--- src/rtl/uart_mc_pkg.sv ---
package uart_mc_pkg;

   typedef enum logic [1:0] {
      PAR_NONE = 2'b00,
      PAR_ZERO = 2'b01,
      PAR_ODD  = 2'b10,
      PAR_EVEN = 2'b11
   } par_e;

   typedef struct packed {
      logic chan_on;
      logic tx_on;
      logic rx_on;
      par_e par;
      logic len8;
      logic stop2;
      logic err_mode;
   } mode_t;

   localparam logic [7:0] MODE_INIT = 8'h01;

   localparam logic [1:0] ADDR_MODE = 2'd0;
   localparam logic [1:0] ADDR_DATA = 2'd1;
   localparam logic [1:0] ADDR_STAT = 2'd2;
   localparam logic [1:0] ADDR_TXST = 2'd3;

   localparam int ST_PERR = 0;
   localparam int ST_FERR = 1;
   localparam int ST_OVR  = 2;
   localparam int ST_RDY  = 3;

endpackage

--- src/rtl/uart_mc_sync.sv ---
module uart_mc_sync #(
   parameter int STAGES = 2
) (
   input  logic clk,
   input  logic rst_n,
   input  logic din,
   output logic dout
);
   logic [STAGES-1:0] chain_q;

   generate
      if (STAGES == 1) begin : g_single
         always_ff @(posedge clk or negedge rst_n) begin
            if (!rst_n) chain_q <= 1'b1;
            else        chain_q <= din;
         end
      end else begin : g_chain
         always_ff @(posedge clk or negedge rst_n) begin
            if (!rst_n) chain_q <= '1;
            else        chain_q <= {chain_q[STAGES-2:0], din};
         end
      end
   endgenerate

   assign dout = chain_q[STAGES-1];
endmodule

--- src/rtl/uart_mc_tx.sv ---
module uart_mc_tx
   import uart_mc_pkg::*;
#(
   parameter int DATA_W   = 8,
   parameter int OVS      = 16,
   parameter int INIT_CYC = 2
) (
   input  logic              clk,
   input  logic              arst_n,
   input  logic              tick,
   input  logic              tx_on,
   input  logic              start,
   input  logic [DATA_W-1:0] data,
   input  par_e              par,
   input  logic              len8,
   input  logic              stop2,
   output logic              txd,
   output logic              busy
);
   localparam int FRAME_W = DATA_W + 4;
   localparam int CNT_W   = $clog2(OVS);
   localparam int NB_W    = $clog2(FRAME_W + 1);
   localparam int LC_W    = $clog2(INIT_CYC + 1);
   localparam logic [CNT_W-1:0] CNT_LAST = CNT_W'(OVS - 1);
   localparam logic [LC_W-1:0]  LC_FULL  = LC_W'(INIT_CYC);

   logic [LC_W-1:0]    low_q;
   logic               unit_clr;
   logic [FRAME_W-1:0] frame, sh_q;
   logic [NB_W-1:0]    nbits, left_q;
   logic [CNT_W-1:0]   cnt_q;
   logic               busy_q;
   logic [DATA_W-1:0]  dmask;
   logic               pbit;

   // count consecutive disabled clocks; the unit clears on the last one
   always_ff @(posedge clk or negedge arst_n) begin
      if (!arst_n)           low_q <= '0;
      else if (tx_on)        low_q <= '0;
      else if (low_q < LC_FULL) low_q <= low_q + 1'b1;
   end
   assign unit_clr = !tx_on && (low_q >= LC_W'(INIT_CYC - 1));

   always_comb begin
      int pos;
      dmask = data;
      if (!len8) dmask[DATA_W-1] = 1'b0;
      case (par)
         PAR_ZERO: pbit = 1'b0;
         PAR_ODD:  pbit = ~(^dmask);
         PAR_EVEN: pbit = ^dmask;
         default:  pbit = 1'b0;
      endcase
      frame    = '1;
      frame[0] = 1'b0;
      pos      = 1;
      for (int i = 0; i < DATA_W; i++) begin
         if (i < DATA_W - 1 || len8) begin
            frame[pos] = dmask[i];
            pos        = pos + 1;
         end
      end
      if (par != PAR_NONE) begin
         frame[pos] = pbit;
         pos        = pos + 1;
      end
      nbits = NB_W'(pos + 1 + int'(stop2));
   end

   always_ff @(posedge clk or negedge arst_n) begin
      if (!arst_n) begin
         busy_q <= 1'b0;
         sh_q   <= '1;
         left_q <= '0;
         cnt_q  <= '0;
      end else if (unit_clr) begin
         busy_q <= 1'b0;
         sh_q   <= '1;
         left_q <= '0;
         cnt_q  <= '0;
      end else if (!busy_q) begin
         if (start) begin
            busy_q <= 1'b1;
            sh_q   <= frame;
            left_q <= nbits;
            cnt_q  <= '0;
         end
      end else if (tick) begin
         if (cnt_q == CNT_LAST) begin
            cnt_q  <= '0;
            sh_q   <= {1'b1, sh_q[FRAME_W-1:1]};
            left_q <= left_q - 1'b1;
            if (left_q == NB_W'(1)) busy_q <= 1'b0;
         end else begin
            cnt_q <= cnt_q + 1'b1;
         end
      end
   end

   assign txd  = (tx_on && busy_q) ? sh_q[0] : 1'b1;
   assign busy = busy_q;

   // once the disabled run reaches the init length the unit is idle
   assert_tx_init_R6: assert property (@(posedge clk) disable iff (!arst_n)
      (low_q >= LC_FULL) |-> !busy_q);
endmodule

--- src/rtl/uart_mc_rx.sv ---
module uart_mc_rx
   import uart_mc_pkg::*;
#(
   parameter int DATA_W = 8,
   parameter int OVS    = 16
) (
   input  logic              clk,
   input  logic              arst_n,
   input  logic              tick,
   input  logic              rx_on,
   input  logic              rxs,
   input  par_e              par,
   input  logic              len8,
   output logic              done,
   output logic [DATA_W-1:0] data,
   output logic              perr,
   output logic              ferr
);
   localparam int CNT_W = $clog2(OVS);
   localparam int IDX_W = $clog2(DATA_W);
   localparam logic [CNT_W-1:0] CNT_LAST = CNT_W'(OVS - 1);
   localparam logic [CNT_W-1:0] CNT_HALF = CNT_W'(OVS / 2 - 1);

   typedef enum logic [2:0] {
      RX_IDLE, RX_START, RX_DATA, RX_PAR, RX_STOP, RX_HOLD
   } rx_state_e;

   rx_state_e         st_q;
   logic [CNT_W-1:0]  cnt_q;
   logic [IDX_W-1:0]  idx_q, idx_last;
   logic [DATA_W-1:0] sh_q;
   logic              pbit_q;
   logic              samp;
   logic              perr_calc;

   assign idx_last = len8 ? IDX_W'(DATA_W - 1) : IDX_W'(DATA_W - 2);
   assign samp     = tick && (cnt_q == CNT_LAST);

   always_comb begin
      case (par)
         PAR_ZERO: perr_calc = pbit_q;
         PAR_ODD:  perr_calc = ~(^sh_q ^ pbit_q);
         PAR_EVEN: perr_calc = ^sh_q ^ pbit_q;
         default:  perr_calc = 1'b0;
      endcase
   end

   always_ff @(posedge clk or negedge arst_n) begin
      if (!arst_n) begin
         st_q   <= RX_IDLE;
         cnt_q  <= '0;
         idx_q  <= '0;
         sh_q   <= '0;
         pbit_q <= 1'b0;
         done   <= 1'b0;
         data   <= '0;
         perr   <= 1'b0;
         ferr   <= 1'b0;
      end else begin
         done <= 1'b0;
         if (tick && st_q != RX_IDLE && st_q != RX_HOLD)
            cnt_q <= (cnt_q == CNT_LAST) ? '0 : cnt_q + 1'b1;
         if (!rx_on) begin
            st_q <= RX_IDLE;
         end else begin
            case (st_q)
               RX_IDLE: if (!rxs) begin
                  st_q  <= RX_START;
                  cnt_q <= '0;
               end
               RX_START: if (tick && cnt_q == CNT_HALF) begin
                  cnt_q <= '0;
                  if (!rxs) begin
                     st_q  <= RX_DATA;
                     idx_q <= '0;
                     sh_q  <= '0;
                  end else begin
                     st_q <= RX_IDLE;
                  end
               end
               RX_DATA: if (samp) begin
                  sh_q[idx_q] <= rxs;
                  if (idx_q == idx_last)
                     st_q <= (par == PAR_NONE) ? RX_STOP : RX_PAR;
                  else
                     idx_q <= idx_q + 1'b1;
               end
               RX_PAR: if (samp) begin
                  pbit_q <= rxs;
                  st_q   <= RX_STOP;
               end
               RX_STOP: if (samp) begin
                  done <= 1'b1;
                  data <= sh_q;
                  ferr <= !rxs;
                  perr <= perr_calc;
                  st_q <= rxs ? RX_IDLE : RX_HOLD;
               end
               RX_HOLD: if (rxs) st_q <= RX_IDLE;
               default: st_q <= RX_IDLE;
            endcase
         end
      end
   end

   // a character only completes while the receiver was enabled
   assert_done_enabled_R8: assert property (@(posedge clk) disable iff (!arst_n)
      done |-> $past(rx_on));
endmodule

--- src/rtl/uart_mc_regs.sv ---
module uart_mc_regs
   import uart_mc_pkg::*;
(
   input  logic       clk,
   input  logic       rst_n,
   input  logic [1:0] bus_addr,
   input  logic [7:0] bus_wdata,
   input  logic       bus_wr,
   input  logic       bus_bitwr,
   input  logic       bus_rd,
   input  logic       rx_done,
   input  logic [7:0] rx_data,
   input  logic       rx_perr,
   input  logic       rx_ferr,
   input  logic       tx_busy,
   output mode_t      mode,
   output logic       chan_rst_n,
   output logic       tx_start,
   output logic [7:0] bus_rdata,
   output logic       rx_irq,
   output logic       err_irq
);
   mode_t      mode_q;
   logic [7:0] mode_n;
   logic [7:0] rxbuf_q;
   logic [3:0] stat_q;
   logic       rd_data, wr_stat;

   always_comb begin
      mode_n = mode_q;
      if (bus_wr && bus_addr == ADDR_MODE)
         mode_n = bus_wdata;
      else if (bus_bitwr && bus_addr == ADDR_MODE)
         mode_n[bus_wdata[2:0]] = bus_wdata[3];
      if (mode_q.chan_on && !mode_n[7])
         mode_n = MODE_INIT;
   end

   always_ff @(posedge clk or negedge rst_n) begin
      if (!rst_n) mode_q <= mode_t'(MODE_INIT);
      else        mode_q <= mode_t'(mode_n);
   end

   assign mode       = mode_q;
   assign chan_rst_n = rst_n & mode_q.chan_on;
   assign rd_data    = bus_rd && bus_addr == ADDR_DATA;
   assign wr_stat    = bus_wr && bus_addr == ADDR_STAT;
   assign tx_start   = bus_wr && bus_addr == ADDR_DATA && mode_q.tx_on && !tx_busy;

   always_ff @(posedge clk or negedge chan_rst_n) begin
      if (!chan_rst_n) begin
         stat_q  <= '0;
         rxbuf_q <= '0;
         rx_irq  <= 1'b0;
         err_irq <= 1'b0;
      end else begin
         logic [2:0] errs;
         errs = wr_stat ? 3'b000 : stat_q[ST_OVR:ST_PERR];
         rx_irq  <= rx_done && (!mode_q.err_mode || !(rx_perr || rx_ferr));
         err_irq <= rx_done && mode_q.err_mode && (rx_perr || rx_ferr);
         if (rx_done) begin
            rxbuf_q         <= rx_data;
            stat_q[ST_RDY]  <= 1'b1;
            stat_q[ST_PERR] <= errs[ST_PERR] | rx_perr;
            stat_q[ST_FERR] <= errs[ST_FERR] | rx_ferr;
            stat_q[ST_OVR]  <= errs[ST_OVR] | (stat_q[ST_RDY] && !rd_data);
         end else begin
            stat_q[ST_OVR:ST_PERR] <= errs;
            if (rd_data) stat_q[ST_RDY] <= 1'b0;
         end
      end
   end

   always_comb begin
      case (bus_addr)
         ADDR_MODE: bus_rdata = mode_q;
         ADDR_DATA: bus_rdata = rxbuf_q;
         ADDR_STAT: bus_rdata = {4'b0, stat_q};
         default:   bus_rdata = {7'b0, tx_busy};
      endcase
   end

   // the cycle after the channel bit drops, the register holds its initial value
   assert_mode_init_R4: assert property (@(posedge clk) disable iff (!rst_n)
      $fell(mode_q.chan_on) |-> (mode_q == mode_t'(MODE_INIT)));
   // overrun only ever rises together with a held character
   assert_ovr_needs_rdy_R10: assert property (@(posedge clk) disable iff (!chan_rst_n)
      $rose(stat_q[ST_OVR]) |-> stat_q[ST_RDY]);
   // the two interrupt pulses exclude each other
   assert_irq_excl_R12: assert property (@(posedge clk) disable iff (!rst_n)
      $onehot0({rx_irq, err_irq}));
endmodule

--- src/rtl/uart_mc_top.sv ---
module uart_mc_top
   import uart_mc_pkg::*;
#(
   parameter int DATA_W      = 8,
   parameter int OVS         = 16,
   parameter int SYNC_STAGES = 2,
   parameter int INIT_CYC    = 2
) (
   input  logic       clk,
   input  logic       rst_n,
   input  logic       baud_tick,
   input  logic [1:0] bus_addr,
   input  logic [7:0] bus_wdata,
   input  logic       bus_wr,
   input  logic       bus_bitwr,
   input  logic       bus_rd,
   output logic [7:0] bus_rdata,
   output logic       txd,
   input  logic       rxd,
   output logic       rx_irq,
   output logic       err_irq
);
   generate
      if (DATA_W < 5 || DATA_W > 8) begin : g_bad_w
         $error("uart_mc_top: DATA_W must lie in 5..8");
      end
      if (OVS < 4 || (OVS % 2) != 0) begin : g_bad_ovs
         $error("uart_mc_top: OVS must be even and at least 4");
      end
      if (SYNC_STAGES < 1 || INIT_CYC < 1) begin : g_bad_misc
         $error("uart_mc_top: SYNC_STAGES and INIT_CYC must be at least 1");
      end
   endgenerate

   mode_t             mode;
   logic              chan_rst_n, tx_start, tx_busy;
   logic              rxs, rx_done, rx_perr, rx_ferr;
   logic [DATA_W-1:0] rx_data;

   uart_mc_sync #(.STAGES(SYNC_STAGES)) u_sync (
      .clk(clk), .rst_n(rst_n), .din(rxd), .dout(rxs)
   );

   uart_mc_regs u_regs (
      .clk(clk), .rst_n(rst_n),
      .bus_addr(bus_addr), .bus_wdata(bus_wdata), .bus_wr(bus_wr),
      .bus_bitwr(bus_bitwr), .bus_rd(bus_rd),
      .rx_done(rx_done), .rx_data(8'(rx_data)), .rx_perr(rx_perr), .rx_ferr(rx_ferr),
      .tx_busy(tx_busy), .mode(mode), .chan_rst_n(chan_rst_n), .tx_start(tx_start),
      .bus_rdata(bus_rdata), .rx_irq(rx_irq), .err_irq(err_irq)
   );

   uart_mc_tx #(.DATA_W(DATA_W), .OVS(OVS), .INIT_CYC(INIT_CYC)) u_tx (
      .clk(clk), .arst_n(chan_rst_n), .tick(baud_tick), .tx_on(mode.tx_on),
      .start(tx_start), .data(bus_wdata[DATA_W-1:0]), .par(mode.par),
      .len8(mode.len8), .stop2(mode.stop2), .txd(txd), .busy(tx_busy)
   );

   uart_mc_rx #(.DATA_W(DATA_W), .OVS(OVS)) u_rx (
      .clk(clk), .arst_n(chan_rst_n), .tick(baud_tick), .rx_on(mode.rx_on),
      .rxs(rxs), .par(mode.par), .len8(mode.len8),
      .done(rx_done), .data(rx_data), .perr(rx_perr), .ferr(rx_ferr)
   );

   // line idles high whenever transmit is switched off
   assert_txd_high_R5: assert property (@(posedge clk) disable iff (!rst_n)
      !mode.tx_on |-> txd);
   // a disabled channel shows zeros on every data address
   assert_cleared_R3: assert property (@(posedge clk) disable iff (!rst_n)
      (!mode.chan_on && bus_addr != ADDR_MODE) |-> (bus_rdata == 8'h00));
endmodule

--- config.mk ---
export PLATFORM = sky130hd
export DESIGN_NAME = uart_mc_top
export DESIGN_NICKNAME = d
export VERILOG_FILES = /design/src/rtl/uart_mc_pkg.sv /design/src/rtl/uart_mc_sync.sv /design/src/rtl/uart_mc_tx.sv /design/src/rtl/uart_mc_rx.sv /design/src/rtl/uart_mc_regs.sv /design/src/rtl/uart_mc_top.sv
export SDC_FILE = /design/constraint.sdc
export NUM_CORES = 1
export LEC_CHECK = 0
export BUFFER_PORTS_ARGS = -buffer_cell sky130_fd_sc_hd__buf_4
export CELL_PAD_IN_SITES_DETAIL_PLACEMENT = 0
export CELL_PAD_IN_SITES_GLOBAL_PLACEMENT = 1
export CORE_AREA = 2 2 114 116
export DETAILED_ROUTE_END_ITERATION = 6
export DIE_AREA = 0 0 116 118
export HOLD_SLACK_MARGIN = 0.05
export PLACE_DENSITY = 0.63
export SLEW_MARGIN = 20
export SYNTH_ARGS = -nofsm -noshare
export SYNTH_HDL_FRONTEND = slang
export SYNTH_HIERARCHICAL = 1
export SYNTH_SLANG_ARGS = --single-unit
--- constraint.sdc ---
create_clock -name clk -period 4.2 [get_ports clk]
set_clock_uncertainty 0.15 [all_clocks]
set_input_delay 0.84 -clock clk [delete_from_list [all_inputs] [get_ports clk]]
set_output_delay 0.84 -clock clk [all_outputs]
set_load 0.005 [all_outputs]
==> impl_metrics.tcl, run 1 <==
set metrics [dict create \
    status "finished, final reports clean" \
    min_period_over_period 0.691 \
    io_buffers 27 \
    drcViolationCount 0 \
    rsz0062_at_grt "false" \
    synth.area.top_cells "dfrtp_1 37%, dfstp_2 8.0%, mux2i_1 5.2%" \
    reg2reg_slack_ns 1.37 \
    synthMuxAreaShare 0.0837 \
    peakVddDrop_uv 203 \
    cts_root_buffer "clkbuf_16" \
    synth_common_cells "62 x dfrtp_1, 49 x nand2_1, 49 x nor2_1, 28 x o21ai_0, 22 x mux2i_1" \
    h-tree-depth 3 \
    synth_warnings 6 \
    final_hold_viol_count 0 \
    dr.pass1.iters 4 \
    post_cts_buffers 0 \
    finalNonFillerCells 641 \
    cp-endpoint "u_tx/sh_q[9]$_DFFE_PN1P_" \
    overflow 0 \
    synth.distinct_cells 74 \
    worst_slew_pin_slew_ns 0.839 \
    cp_data_arrival_time_ns 3.01 \
    combPwrFrac 0.233 \
    hp-class "input port to async pin" \
    timing.fmax_mhz 344 \
    n_antenna_cell 0 \
    finalSetupTns_ns 0 \
    cts_tree "built" \
    synth_ff_type "dfrtp_1" \
    synthXorXnorAreaFrac 0.0486 \
    place_hpwl_um 6960 \
    gp_congestion 0.776 \
    ios 28 \
    crit_start "bus_addr[0]" \
    grt_pass1_wl_um 16700 \
    rows 41 \
    syn_area_per_cell_um2 9.54 \
    grt_max_degree 33 \
    relSlewSlack 0.438 \
    synthAdderAreaFrac 0.0265 \
    r2r-end "u_rx/sh_q[2]$_DFFE_PN0P_" \
    net-switching-power_uw 693 \
    p_per_area_nw_per_um2 446 \
    syn2layout_area_growth_pct 14.6 \
    numClockSinks 75 \
    worstSetupPathType "input port to register" \
    synth-edff-count 0 \
    required_ns 4.30 \
    synth_compound_gate_area_share 0.160 \
    drv_slew 0 \
    dieArea_um2 13700 \
    first_global_vias 3233 \
    synthSimpleGateAreaFrac 0.191 \
    worstSkewPairLatency_ns 0.33 \
    synthArstFlopShare 1.00 \
    p_sw_frac 0.320 \
    vias 3238 \
    setup_viol 0 \
    r2r.worst_path.cells 6 \
    clockPowerShare 0.333 \
    fp.coreArea_um2 12400 \
    cts.path.max_buffers 2 \
    track_usage 0.157 \
    postRouteAntennaNets 0 \
    synth_top_area_share 0.365 \
    r2r_start "u_rx/st_q[2]$_DFFE_PN0P_" \
    drt-initial-drc-count 230 \
    end_kind "register" \
    syn_area_um2 4250 \
    synthCells 445 \
    maxCapViolations 0 \
    via_per_inst 5.05 \
    cts.hold.buffers_added 0 \
    die_h_um 118 \
    start_util 0.342 \
    p_int_mw 1.47 \
    fin_nets 490 \
    synth_most_common_cell "dfrtp_1" \
    drive_gt1_frac 0.190 \
    clkTransAtPathRegs_ns 0.06 \
    start_kind "input port" \
    seqPwrFrac 0.434 \
    min_period_ns 2.90 \
    post_drt_wl_per_cell_um 15.7 \
    antenna_found_initial 0 \
    path_max_fanout 17 \
    synth_top_family_by_area "simple AND/OR/NAND/NOR gates" \
    p_leak_nw 2.09 \
    cts_buffers 9 \
    finalWirelength_um 10100 \
    synth_seq_cells 75 \
    seq_area_frac_synth 0.446 \
    synth_top_area_cell "dfrtp_1" \
    die_x_um 116 \
    dp_cells 625 \
    syn_nets 471 \
    cts_resized 0 \
]
## worst max-delay path, cell delays in order
cell       delay, ns
buf_4           0.21
nor2b_1         0.32
nand3_1         0.14
nor2_1          0.27
inv_1           0.12
o221ai_2        0.59
buf_4           0.30
o2bb2ai_1       0.07
a31oi_1         0.15
## per-stage QoR
stage	total power, mW	area [µm²]	util	setup WS (ns)	hold WS [ns]
after floorplan	1.31	4250	-	1.24	0.195
after global placement	1.45	4580	0.369	1.03	0.200
after detailed placement	1.46	4580	0.369	0.963	0.198
after CTS	2.21	4860	0.392	1.31	0.185
after global routing	2.31	4860	0.392	1.02	0.190
final	2.17	4860	0.392	1.30	0.192
## cell usage in the layout, fill, tap and decap left out, types with 2 or more instances in the layout
master,instances
a21oi_1,20
a22o_1,4
a22oi_1,2
a31oi_1,15
a32oi_1,2
buf_4,31
clkbuf_16,9
clkbuf_8,2
clkinv_2,2
clkinvlp_4,2
dfrtp_1,62
dfstp_2,13
ha_1,9
inv_1,20
mux2_2,10
mux2i_1,22
nand2_1,49
nand2b_1,2
nand3_1,16
nand3b_1,5
nand4_1,2
nor2_1,49
nor2b_1,7
nor3_1,3
nor3b_1,6
o211ai_1,2
o21ai_0,28
o21ai_1,4
o2bb2ai_1,2
o311ai_0,2
o41ai_2,2
or2_2,2
or3_1,2
xnor2_1,18
xor2_1,3
## routing by layer
layer  wire length, µm  up-vias  track usage  share of wire
met5                 0        -            0              0
met4                80        0       0.0499         0.0079
met3               331        6       0.0350          0.033
met2              4990       42        0.250           0.50
met1              4670     1587        0.211           0.46
li1                  -     1603            -              -
## power groups by stage
stage / logic [mW] / registers [mW] / clock network, mW
2_1_floorplan: 0.398 / 0.910 / 0
3_3_place_gp: 0.498 / 0.953 / 0
3_5_place_dp: 0.510 / 0.955 / 0
4_1_cts: 0.512 / 0.943 / 0.751
5_1_grt: 0.574 / 0.957 / 0.780
6_report: 0.505 / 0.941 / 0.722
## kinds of logic (layout without fill, tap and decap cells)
group	count (synthesis)	in the layout
and+or+nand+nor	161	161
AOI/OAI and AO/OA	101	101
DFF	75	75
buffers and inverters	44	68
muxes	33	33
xor gates and xnor gates	22	22
adders and majority gates	9	9
## cell type report
class | count | area, µm²
Clock buffer | 12 | 256
Multi-Input combinational cell | 326 | 2160
Fill cell | 1281 | 7550
Timing Repair Buffer | 31 | 233
Tap cell | 172 | 215
Sequential cell | 75 | 1890
Inverter | 21 | 78.8
Clock inverter | 4 | 25.0
## worst min path at each step
stage | cells past startpoint | to | slack [ns]
final | 1 | u_regs/mode[6]$_DFFE_PN0P_ | 0.19
after global routing | 1 | u_regs/mode[6]$_DFFE_PN0P_ | 0.19
after CTS | 1 | u_regs/mode[7]$_DFF_PN0_ | 0.19
after detailed placement | 0 | u_sync/chain_q[1]$_DFF_PN1_ | 0.20
after global placement | 0 | u_sync/chain_q[1]$_DFF_PN1_ | 0.20
after floorplan | 0 | u_sync/chain_q[1]$_DFF_PN1_ | 0.20
## flip-flops by register name (all words and copies together), names as in the netlist, 2 cells and up
name and cells:
u_tx/left_q 4, u_regs/stat_q 4, u_regs/mode 8, u_rx/st_q 3, u_sync/chain_q 2, u_tx/sh_q 10
u_rx/cnt_q 4, u_rx/data 8, u_rx/idx_q 3, u_regs/rxbuf_q 8, u_tx/cnt_q 4, u_rx/sh_q 8
u_tx/low_q 2
(Power assumes the default switching activity.)
==> inputs of run 2 (changes only) <==
PLACE_DENSITY = 0.65   (was 0.63)
clock period = 2.4 ns   (was 4.2 ns; I/O delays follow)
==> run 2 against run 1 <==
Utilization grew 1.7 points. Clock power is 110% higher. Design area increased by 4.2%. Critical path depth decreased by 3. Largest cell class unchanged. Global-route usage about the same. Sequential share of layout area shrank 1.6 points. Non-clock buffer count increased by 19. Flip-flop and latch count did not move. Total power is 88% higher. Highest routed layer unchanged. Register-to-register slack lost 1.1 ns. First-iteration DRC count fell by 17%.
==> impl_metrics.tcl, run 2 (synthesis gave the netlist of run 1 again) <==
set metrics [dict create \
    clockPowerShare 0.365 \
    post_drt_wl_per_cell_um 14.9 \
    cts_root_buffer "clkbuf_16" \
    min_from "rxd" \
    min_period_over_period 0.894 \
    finalNonFillerCells 660 \
    worst_slew_pin_slew_ns 0.582 \
    min_period_ns 2.15 \
    postRouteAntennaNets 0 \
    combPwrFrac 0.239 \
    io_buffers 27 \
    overflow 0 \
    dieArea_um2 13700 \
    min_to "u_sync/chain_q[0]$_DFF_PN1_" \
    cp_cell_sequence "ha_1 -> nand4_1 -> o22ai_2 -> o211ai_1 -> or3_1 -> o41ai_2" \
    cts_buffers 9 \
    cts.path.max_buffers 2 \
    fillCellCount 1242 \
    drt-initial-drc-count 190 \
    place_hpwl_um 6900 \
    drive_gt1_frac 0.219 \
    r2r-end "u_rx/sh_q[2]$_DFFE_PN0P_" \
    vias 3342 \
    final_common_cell "dfrtp_1" \
    grt_pass1_wl_um 16900 \
    dr.pass1.iters 4 \
    r2r_start "u_rx/cnt_q[0]$_DFF_PN0_" \
    grt_max_degree 66 \
    power_mw 4.07 \
    worstSetupPathType "register to register" \
    cp_data_arrival_time_ns 2.22 \
    track_usage 0.157 \
    p_sw_frac 0.306 \
    end_kind "register" \
    setup_viol 0 \
    die_x_um 116 \
    hp-class "input port to register" \
    numClockSinks 75 \
    place_area_um2 4730 \
    finalSetupTns_ns 0 \
    largest_register_ffs 10 \
    net-switching-power_mw 1.24 \
    r2r.worst_path.cells 6 \
    syn2layout_area_growth_pct 19.4 \
    final_core_util 0.408 \
    status "finished, final reports clean" \
    finalWirelength_um 9840 \
    rsz0062_at_grt "false" \
    path_max_fanout 8 \
    via_per_inst 5.06 \
    cp_slowest_cell "or3_1" \
    relSlewSlack 0.611 \
    reg2reg_slack_ns 0.25 \
    hold_depth 1 \
    start_kind "register" \
    n_antenna_cell 0 \
    seqPwrFrac 0.397 \
    p_per_area_nw_per_um2 803 \
    cp_num_buf_inv 0 \
    fp.coreArea_um2 12400 \
    final_hold_viol_count 0 \
    drv_slew 0 \
    rows 41 \
    h-tree-depth 3 \
    required_ns 2.48 \
    drcViolationCount 0 \
    dp_cells 643 \
    final_cell_mix "62 x dfrtp_1, 49 x nand2_1, 49 x nor2_1, 48 x buf_4, 28 x o21ai_0" \
    worstSkewPairLatency_ns 0.33 \
    die_h_um 118 \
    p_leak_nw 2.21 \
    clkTransAtPathRegs_ns 0.06 \
    gp_congestion 0.803 \
    antenna_found_initial 0 \
    p_int_mw 2.83 \
    fin_nets 509 \
    timing.fmax_mhz 466 \
    peakVddDrop_uv 376 \
    top_register "u_tx/sh_q" \
    first_global_vias 3396 \
    slowest_delay_ns 0.49 \
    cts_tree "built" \
    ios 28 \
    start_util 0.342 \
    design_area_um2 5070 \
    maxCapViolations 0 \
    critPathTopFamily "simple AND/OR/NAND/NOR gates" \
]
-- run 2: metrics by stage --
stage	hold WS (ns)	setup WS, ns
after detailed placement	0.184	0.167
final	0.102	0.254
after floorplan	0.0344	0.341
after global routing	0.0849	0.0697
after global placement	0.184	0.245
after CTS	0.0848	0.243
-- run 2: final cells by class --
cell class | instances | area [µm²] | area share
Sequential cell | 75 | 1890 | 0.373
Inverter | 21 | 78.8 | 0.0155
Tap cell | 172 | 215 | 0.0424
Clock buffer | 11 | 243 | 0.0479
Multi-Input combinational cell | 326 | 2160 | 0.427
Timing Repair Buffer | 50 | 390 | 0.0770
Clock inverter | 5 | 86.3 | 0.0170
-- run 2: per-layer routing --
layer / track usage / wire [µm] / up-vias
met4: 0.0476 / 164 / 0
met5: 0 / 0 / -
met1: 0.205 / 4470 / 1623
met2: 0.256 / 4860 / 59
met3: 0.0371 / 352 / 13
li1: - / - / 1647
-- run 2: how the worst max path moves through the flow --
stage | startpoint | endpoint | depth (start not counted)
floorplan | u_rx/cnt_q[0]$_DFF_PN0_ | u_rx/st_q[2]$_DFFE_PN0P_ | 7
global placement | bus_addr[1] | u_tx/left_q[2]$_DFFE_PN0P_ | 10
detailed placement | bus_addr[1] | u_tx/left_q[2]$_DFFE_PN0P_ | 10
CTS | u_rx/cnt_q[0]$_DFF_PN0_ | u_rx/sh_q[2]$_DFFE_PN0P_ | 6
global route | u_rx/cnt_q[0]$_DFF_PN0_ | u_rx/sh_q[2]$_DFFE_PN0P_ | 6
finish | u_rx/cnt_q[0]$_DFF_PN0_ | u_rx/sh_q[2]$_DFFE_PN0P_ | 6
-- run 2: power by group through the flow --
stage	Sequential (mW)	Combinational, mW	Clock, mW
after global placement	1.63	0.965	0
after global routing	1.64	1.11	1.59
final	1.62	0.972	1.49
after floorplan	1.59	0.697	0
after CTS	1.62	0.988	1.53
after detailed placement	1.64	0.982	0
-- run 2: repair_timing --
| item | 4_1_cts | 5_1_grt |
|---|---|---|
| endpoints found under the setup margin | 0 | 0 |
| hold buffers | 1 | 0 |
| endpoints found under the hold margin | 10 | 0 |
| buffers inserted | 0 | 0 |
| gates resized for setup | 0 | 0 |
-- run 2: worst reg2reg max path, stage by stage (launching register included) --
cell	delay [ns]
dfrtp_1	0.40
ha_1	0.26
nand4_1	0.17
o22ai_2	0.19
o211ai_1	0.12
or3_1	0.49
o41ai_2	0.25
